**config.mk**
```make
export PLATFORM = sky130hd
export DESIGN_NAME = booth_seq_mul
export DESIGN_NICKNAME = d
export VERILOG_FILES = /design/src/rtl/booth_pkg.sv /design/src/rtl/booth_rst_sync.sv /design/src/rtl/booth_recode.sv /design/src/rtl/booth_addsub.sv /design/src/rtl/booth_step_cnt.sv /design/src/rtl/booth_seq_mul.sv
export SDC_FILE = /design/constraint.sdc
export NUM_CORES = 1
export LEC_CHECK = 0
export BUFFER_PORTS_ARGS = -buffer_cell sky130_fd_sc_hd__buf_2
export CORE_MARGIN = 1.5
export CORE_UTILIZATION = 55
export DETAILED_ROUTE_END_ITERATION = 8
export PLACE_DENSITY = 0.8
export SLEW_MARGIN = 30
export SYNTH_ARGS = -nofsm -noshare
export SYNTH_HDL_FRONTEND = slang
export SYNTH_SLANG_ARGS = --single-unit
```
**constraint.sdc**
```tcl
create_clock -name clk -period 2.65 [get_ports clk]
set_clock_uncertainty 0.05 [all_clocks]
set_input_delay 0.53 -clock clk [delete_from_list [all_inputs] [get_ports clk]]
set_output_delay 0.53 -clock clk [all_outputs]
set_load 0.02 [all_outputs]
```
**src/rtl/booth_pkg.sv**
```systemverilog
package booth_pkg;
  // Action chosen for one iteration from the examined bit pair
  typedef enum logic [1:0] {
    STEP_SHIFT = 2'd0,
    STEP_ADD   = 2'd1,
    STEP_SUB   = 2'd2
  } booth_step_e;
endpackage

```
**src/rtl/booth_rst_sync.sv**
```systemverilog
module booth_rst_sync #(
  parameter int STAGES = 2
) (
  input  logic clk,
  input  logic rst_n,
  output logic rst_n_sync
);
  logic [STAGES-1:0] chain_q;
  logic [STAGES-1:0] chain_d;

  always_comb begin
    chain_d = {chain_q[STAGES-2:0], 1'b1};
  end

  always_ff @(posedge clk or negedge rst_n) begin
    if (!rst_n) chain_q <= '0;
    else        chain_q <= chain_d;
  end

  assign rst_n_sync = chain_q[STAGES-1];
endmodule

```
**src/rtl/booth_recode.sv**
```systemverilog
module booth_recode
  import booth_pkg::*;
(
  input  logic        cur_bit,
  input  logic        prev_bit,
  output booth_step_e step
);
  always_comb begin
    unique case ({cur_bit, prev_bit})
      2'b10:   step = STEP_SUB;   // entering a run of ones
      2'b01:   step = STEP_ADD;   // leaving a run of ones
      default: step = STEP_SHIFT; // inside a run
    endcase
  end
endmodule

```
**src/rtl/booth_addsub.sv**
```systemverilog
module booth_addsub
  import booth_pkg::*;
#(
  parameter int DW = 9
) (
  input  logic [DW-1:0] acc,
  input  logic [DW-1:0] mcand,
  input  booth_step_e   step,
  output logic [DW-1:0] sum
);
  logic          invert;
  logic          use_m;
  logic [DW-1:0] operand;

  always_comb begin
    invert  = (step == STEP_SUB);
    use_m   = (step != STEP_SHIFT);
    operand = use_m ? (mcand ^ {DW{invert}}) : '0;
    sum     = acc + operand + DW'(invert);
  end
endmodule

```
**src/rtl/booth_step_cnt.sv**
```systemverilog
module booth_step_cnt #(
  parameter int STEPS = 8
) (
  input  logic clk,
  input  logic rst_n,
  input  logic clr,
  input  logic en,
  output logic last
);
  localparam int CW = (STEPS < 2) ? 1 : $clog2(STEPS);
  localparam logic [CW-1:0] LAST_VAL = CW'(STEPS - 1);

  logic [CW-1:0] cnt_q;
  logic [CW-1:0] cnt_d;

  always_comb begin
    cnt_d = cnt_q;
    if (clr)     cnt_d = '0;
    else if (en) cnt_d = cnt_q + 1'b1;
  end

  always_ff @(posedge clk or negedge rst_n) begin
    if (!rst_n) cnt_q <= '0;
    else        cnt_q <= cnt_d;
  end

  assign last = (cnt_q == LAST_VAL);
endmodule

```
**src/rtl/booth_seq_mul.sv**
```systemverilog
module booth_seq_mul
  import booth_pkg::*;
#(
  parameter int WIDTH = 8
) (
  input  logic               clk,
  input  logic               rst_n,
  input  logic               start,
  input  logic [WIDTH-1:0]   multiplicand,
  input  logic [WIDTH-1:0]   multiplier,
  output logic               busy,
  output logic               done,
  output logic [2*WIDTH-1:0] product
);
  localparam int AW = WIDTH + 1; // guard bit for the most negative square

  logic              rst_n_i;
  logic [AW-1:0]     acc_q, acc_d;
  logic [AW-1:0]     mc_q, mc_d;
  logic [WIDTH-1:0]  mp_q, mp_d;
  logic              prev_q, prev_d;
  logic              busy_q, busy_d;
  logic              done_q, done_d;
  logic              load;
  logic              last_step;
  logic [AW-1:0]     sum;
  booth_step_e       step;

  booth_rst_sync #(.STAGES(2)) u_rst (
    .clk        (clk),
    .rst_n      (rst_n),
    .rst_n_sync (rst_n_i)
  );

  booth_recode u_rec (
    .cur_bit  (mp_q[0]),
    .prev_bit (prev_q),
    .step     (step)
  );

  booth_addsub #(.DW(AW)) u_as (
    .acc   (acc_q),
    .mcand (mc_q),
    .step  (step),
    .sum   (sum)
  );

  booth_step_cnt #(.STEPS(WIDTH)) u_cnt (
    .clk   (clk),
    .rst_n (rst_n_i),
    .clr   (load),
    .en    (busy_q),
    .last  (last_step)
  );

  // Next-state logic
  always_comb begin
    load   = start && !busy_q;
    acc_d  = acc_q;
    mc_d   = mc_q;
    mp_d   = mp_q;
    prev_d = prev_q;
    busy_d = busy_q;
    done_d = busy_q && last_step;
    if (load) begin
      acc_d  = '0;
      mc_d   = {multiplicand[WIDTH-1], multiplicand};
      mp_d   = multiplier;
      prev_d = 1'b0;
      busy_d = 1'b1;
    end else if (busy_q) begin
      // arithmetic right shift of sum:multiplier:prev
      acc_d  = {sum[AW-1], sum[AW-1:1]};
      mp_d   = {sum[0], mp_q[WIDTH-1:1]};
      prev_d = mp_q[0];
      if (last_step) busy_d = 1'b0;
    end
  end

  // Registers
  always_ff @(posedge clk or negedge rst_n_i) begin
    if (!rst_n_i) begin
      acc_q  <= '0;
      mc_q   <= '0;
      mp_q   <= '0;
      prev_q <= 1'b0;
      busy_q <= 1'b0;
      done_q <= 1'b0;
    end else begin
      acc_q  <= acc_d;
      mc_q   <= mc_d;
      mp_q   <= mp_d;
      prev_q <= prev_d;
      busy_q <= busy_d;
      done_q <= done_d;
    end
  end

  assign busy    = busy_q;
  assign done    = done_q;
  assign product = {acc_q[WIDTH-1:0], mp_q};
endmodule

```
# After elaboration in Yosys (flattened, before gate mapping)

Cells that the tools add are included.

RAM bits: 0
Logic and storage cells: 34
Memory bits (read-only): 0
Register bits after elaboration: 33
Memories: 0
Latch bits: 0
Input bits: 19

Equal/unequal tests: 4
Div/mod/pow operators: 0
Add/subtract/negate cells: 3
Magnitude comparators: 0
Shifts and indexed selects: 0
Reductions and logical operators: 5
Bitwise logic cells: 1
Mux-type cells: 13
Multipliers: 0

Operators by type and width:

| kind                | count |
|---|---|
| $mux 9              | 3 |
| $mux 8              | 2 |
| $add 9x1->9         | 1 |
| $add 9x9->9         | 1 |
| $xor 9x9->9         | 1 |
| $mux 3              | 2 |
| $mux 1              | 5 |
| $eq 2x2->1 const B  | 2 |
| $pmux 2 s2          | 1 |
| $reduce_bool 2->1   | 2 |
| $add 3x1->3 const B | 1 |
| $eq 3x3->1 const B  | 1 |
| $eq 2x1->1 const B  | 1 |
| $logic_and 1x1->1   | 2 |
| $logic_not 1->1     | 1 |

# Depth between registers and ports, before layout

Word-level depth: 9
Mapped depth: 12

# By module

A second synthesis with hierarchy kept.

Cell total of the unflattened synthesis: 163
Area, all modules: 1,820.5 um^2

By module, submodules not included:

| module         | sequential area each (um^2) | instances | cells each | area an instance (um^2) |
|---|---|---|---|---|
| booth_seq_mul  | 675.6                       | 1         | 77         | 1,106.1 |
| booth_addsub   | 0.0                         | 1         | 70         | 505.5 |
| booth_step_cnt | 75.1                        | 1         | 11         | 140.1 |
| booth_rst_sync | 50.0                        | 1         | 3          | 53.8 |
| booth_recode   | 0.0                         | 1         | 2          | 15.0 |

# Least setup slack after synthesis

Ideal clock, no wire load.

Path kind: register to register
Start: register mp_q[0]
End: register acc_q[5]
Data required time: 2,478 ps
Arrival: 2,391 ps
Stages on the path, launching flop included: 12
Buffers on the path: 1
Path slack: 88 ps
Setup time: 122 ps
Cells stage by stage: dfrtp_1 > ha_1 > buf_2 > xnor2_1 > nor2_1 > fa_1 > inv_1 > fa_1 > nand2b_2 > a21oi_1 > or3_1 > a32o_1

Longest elaborated chain between the ends: 9
Elaborated cells between the ends (all ways): 11
Classes of those cells: 2 x add/sub; 3 x eq/ne; 4 x mux; 1 x bitwise; 1 x reduce/logical

RTL lines:

| what                                            | RTL line            | text |
|---|---|---|
| start: declaration                              | booth_seq_mul.sv:20 | `logic [WIDTH-1:0] mp_q, mp_d;` |
| start signal: assignment                        | booth_seq_mul.sv:92 | `mp_q <= mp_d;` |
| $eq 2x1->1 / $eq 2x2->1 (equally long branches) | booth_recode.sv:9   | `unique case ({cur_bit, prev_bit})` |
| $pmux 2 s2 *                                    | booth_recode.sv:9   |  |
| $eq 2x2->1                                      | booth_addsub.sv:16  | `invert = (step == STEP_SUB);` |
| $xor 9x9->9                                     | booth_addsub.sv:18  | `operand = use_m ? (mcand ^ {DW{invert}}) : '0;` |
| $mux 9                                          | booth_addsub.sv:18  |  |
| $add 9x9->9                                     | booth_addsub.sv:19  | `sum = acc + operand + DW'(invert);` |
| $add 9x1->9 *                                   | booth_addsub.sv:19  |  |
| $mux 9 *                                        | booth_seq_mul.sv:71 | `end else if (busy_q) begin` |
| $mux 9 *                                        | booth_seq_mul.sv:65 | `if (load) begin` |
| end signal: assignment                          | booth_seq_mul.sv:83 | `acc_q <= '0;` |
| end signal: assignment                          | booth_seq_mul.sv:90 | `acc_q <= acc_d;` |
| end: declaration                                | booth_seq_mul.sv:18 | `logic [AW-1:0] acc_q, acc_d;` |

Every way passes the cells marked *; elsewhere a longest branch is shown, timed or not. The select of a mux whose other input is x is not followed.
A chain may end at the register's enable or synchronous reset.

# Worst setup path in the final report

Start: register mp_q[0]
End: register acc_q[7]

The elaborated chain is that of the path after synthesis.

==> results.md <==
* Hold Crit Class: flip-flop to async pin
* Final hold viol count at 0
* Syn Nets at 192
* DR DRC count at 0
* Global-route wire length before repair at 5.66 mm
* Via/cell ratio at 5.65
* CP endpoint kind: flip-flop
* EDFF count, synth at 0
* FF-to-FF Start: mp_q[0]
* Status: complete, no violations
* IO Pins at 37
* Flop and latch count out of synthesis at 32
* Wire length per cell at 14.7 um
* Top cells by area, synth: dfrtp_1 47%, ha_1 7.3%, mux2i_1 5.2%
* Worst r2r dst: acc_q[7]
* Relative slew slack at 43.7%
* Initial antenna violation count at 0
* Initial Utilization at 57.3%
* Total track usage at 22.1%
* # setup viols final at 0
* Maximum buffer depth of the clock tree at 2
* Syn Inst Count at 161
* I/O Buffers at 36
* Via Count at 1321
* 1st-iter DRT viols at 31
* Post-synth ARST share at 100%
* Slowest stage cell on the critical path: dfrtp_1
* Post-DRT Antenna Nets at 0
* Part of the cycle the worst path needs at 95.4%
* CTS root buf: clkbuf_4
* Largest area contributor in the netlist: dfrtp_1
* Final Max Slew Viols at 0
* CP required at 2.83 ns
* CTS Sinks at 32
* Nature of the critical path startpoint: flip-flop
* Ys flop type: dfrtp_1
* Reg-to-reg slack, setup at 0.12 ns
* CTS tree: yes
* Minimum clock period at 2.53 ns
* Syn avg cell area at 10.7 sq um
* FP Rows at 20
* Setup CP Type: flip-flop to flip-flop
* Grt ovf at 0
* H-tree depth at 2
* Largest stage delay, worst path at 0.42 ns
* Final #Nets at 231
* Area added between synthesis and finish at 18.6%
* Critical Path, Cell by Cell: ha_1 > xnor2_1 > nor2_1 > fa_2 > inv_1 > fa_1 > nand2b_2 > a21oi_2 > o21ai_0 > a221o_1
* Synth warn at 0
* Clk slew on worst S/H paths at 0.11 ns
* Die area at 3470 sq um
* Share of the synthesized area in the top cell type at 46.6%
* RePlAce Congestion at 0.868
* Largest net degree at the start of global routing at 31
* Share of layout cells above drive strength 1 at 29.9%
* CP arrival at 2.70 ns
* Worst-margin pin slew at 0.841 ns
* Max-cap viol count at 0
* Vias in the first global route at 1339
* Core area at 3000 sq um
* CTS Buf Count at 5
* Die Span X at 58.9 um
* Hold Slack at 0.196 ns
* Fmax at 396 MHz
* Clock Latency Late Sink at 0.33 ns
* Synth cell types at 37
* Pre-antenna DRT Iters at 4
* HPWL Detailed at 2.59 mm
* WL final at 3.44 mm
* Reg2reg path depth at 10
* Post-synthesis sequential area ratio at 46.6%
* Synthesized area at 1720 sq um
* N_diodes at 0
* Die H at 58.9 um
* CP max FO at 4
* RSZ-0062 raised after global routing: yes
-- per-stage QoR --
step / std cells / setup WS [ns] / TNS (ns) / utilization [%] / area, sq um
2_1_floorplan: 161 / 0.0876 / 0 / - / 1720
3_3_place_gp: 225 / 0.237 / 0 / 64.2 / 1930
3_5_place_dp: 225 / 0.0922 / 0 / 64.2 / 1930
4_1_cts: 234 / 0.0670 / 0 / 67.7 / 2030
5_1_grt: 234 / -0.0220 / -0.0220 / 67.9 / 2040
6_report: 234 / 0.123 / 0 / 67.9 / 2040
-- repair_timing --
| item | CTS | global route |
|---|---|---|
| gates resized for setup | 0 | 3 |
| buffers inserted | 0 | 0 |
| setup endpoints to repair | 0 | 3 |
| hold endpoints to repair | 2 | 0 |
| hold buffers | 1 | 0 |
-- flip-flops by register name, indices dropped and copies added (netlist names) --
| name | flops |
|---|---|
| u_cnt.cnt_q | 3 |
| done | 1 |
| mp_q | 8 |
| mc_q | 8 |
| u_rst.chain_q | 2 |
| prev_q | 1 |
| acc_q | 8 |
| busy | 1 |
-- layer usage --
| metal | global-route usage [%] | up-vias | share of wire (%) | wire, um |
|---|---|---|---|---|
| met5 | 0 | - | 0 | 0 |
| met4 | 10.4 | 0 | 2.3 | 79 |
| met3 | 4.84 | 11 | 4.4 | 151 |
| met2 | 39.2 | 36 | 51 | 1760 |
| met1 | 25.2 | 634 | 42 | 1450 |
| li1 | - | 640 | - | - |
-- cells in the mapped netlist, types with 3 or more instances --
library cell / count
inv_1: 7
nand2_1: 11
a22o_1: 3
mux2_2: 8
mux2i_1: 9
buf_2: 5
o21ai_0: 16
ha_1: 10
or3_1: 3
xnor2_1: 7
a211oi_1: 3
nor2_1: 14
dfrtp_1: 32
-- final cells by class --
| class | count | area, sq um |
|---|---|---|
| clock buffers | 7 | 65.1 |
| clock inverters | 1 | 30.0 |
| fillers | 233 | 965 |
| inverters | 7 | 26.3 |
| multi-input cells | 113 | 855 |
| flip-flops and latches | 32 | 801 |
| well taps | 33 | 41.3 |
| repair buffers | 41 | 220 |
-- logic make-up after synthesis --
group                      after synthesis  synth area share [%]
adders and majority gates               12                  9.61
AOI/OAI and AO/OA                       35                  13.9
muxes                                   17                  10.5
and+or+nand+nor                         39                  10.6
xor gates and xnor gates                 9                  4.59
other                                    1                 0.218
buffers and inverters                   16                  4.08
DFF                                     32                  46.6
-- cell usage in the layout (no fill, tap or decap), drive strengths merged, types with 7 or more instances in the layout --
cell    Yosys  routed
o21ai      16      16
ha         10      10
xnor2       7       7
mux2        8       8
inv         7       7
nand2      11      11
buf         7      40
mux2i       9       9
clkbuf      2       7
dfrtp      32      32
nor2       14      14
-- critical path: cells and delay by family (launching register included) --
| family | cells | cell delay (ns) |
|---|---|---|
| AOI/OAI and AO/OA | 3 | 0.56 |
| buffers and inverters | 1 | 0.06 |
| DFF | 1 | 0.42 |
| adders and majority gates | 3 | 0.84 |
| and+or+nand+nor | 2 | 0.34 |
| xor gates and xnor gates | 1 | 0.15 |
-- worst max-delay path by stage --
stage	endpoint	start	depth (start not counted)
floorplan	acc_q[5]	mp_q[0]	11
global placement	acc_q[7]	mp_q[0]	10
detailed placement	acc_q[3]	mp_q[0]	10
CTS	acc_q[3]	mp_q[0]	10
global route	acc_q[7]	mp_q[0]	10
finish	acc_q[7]	mp_q[0]	10
Power is not shown: default switching activity piles up to over one toggle a cycle in this logic, so the estimate is an artifact.
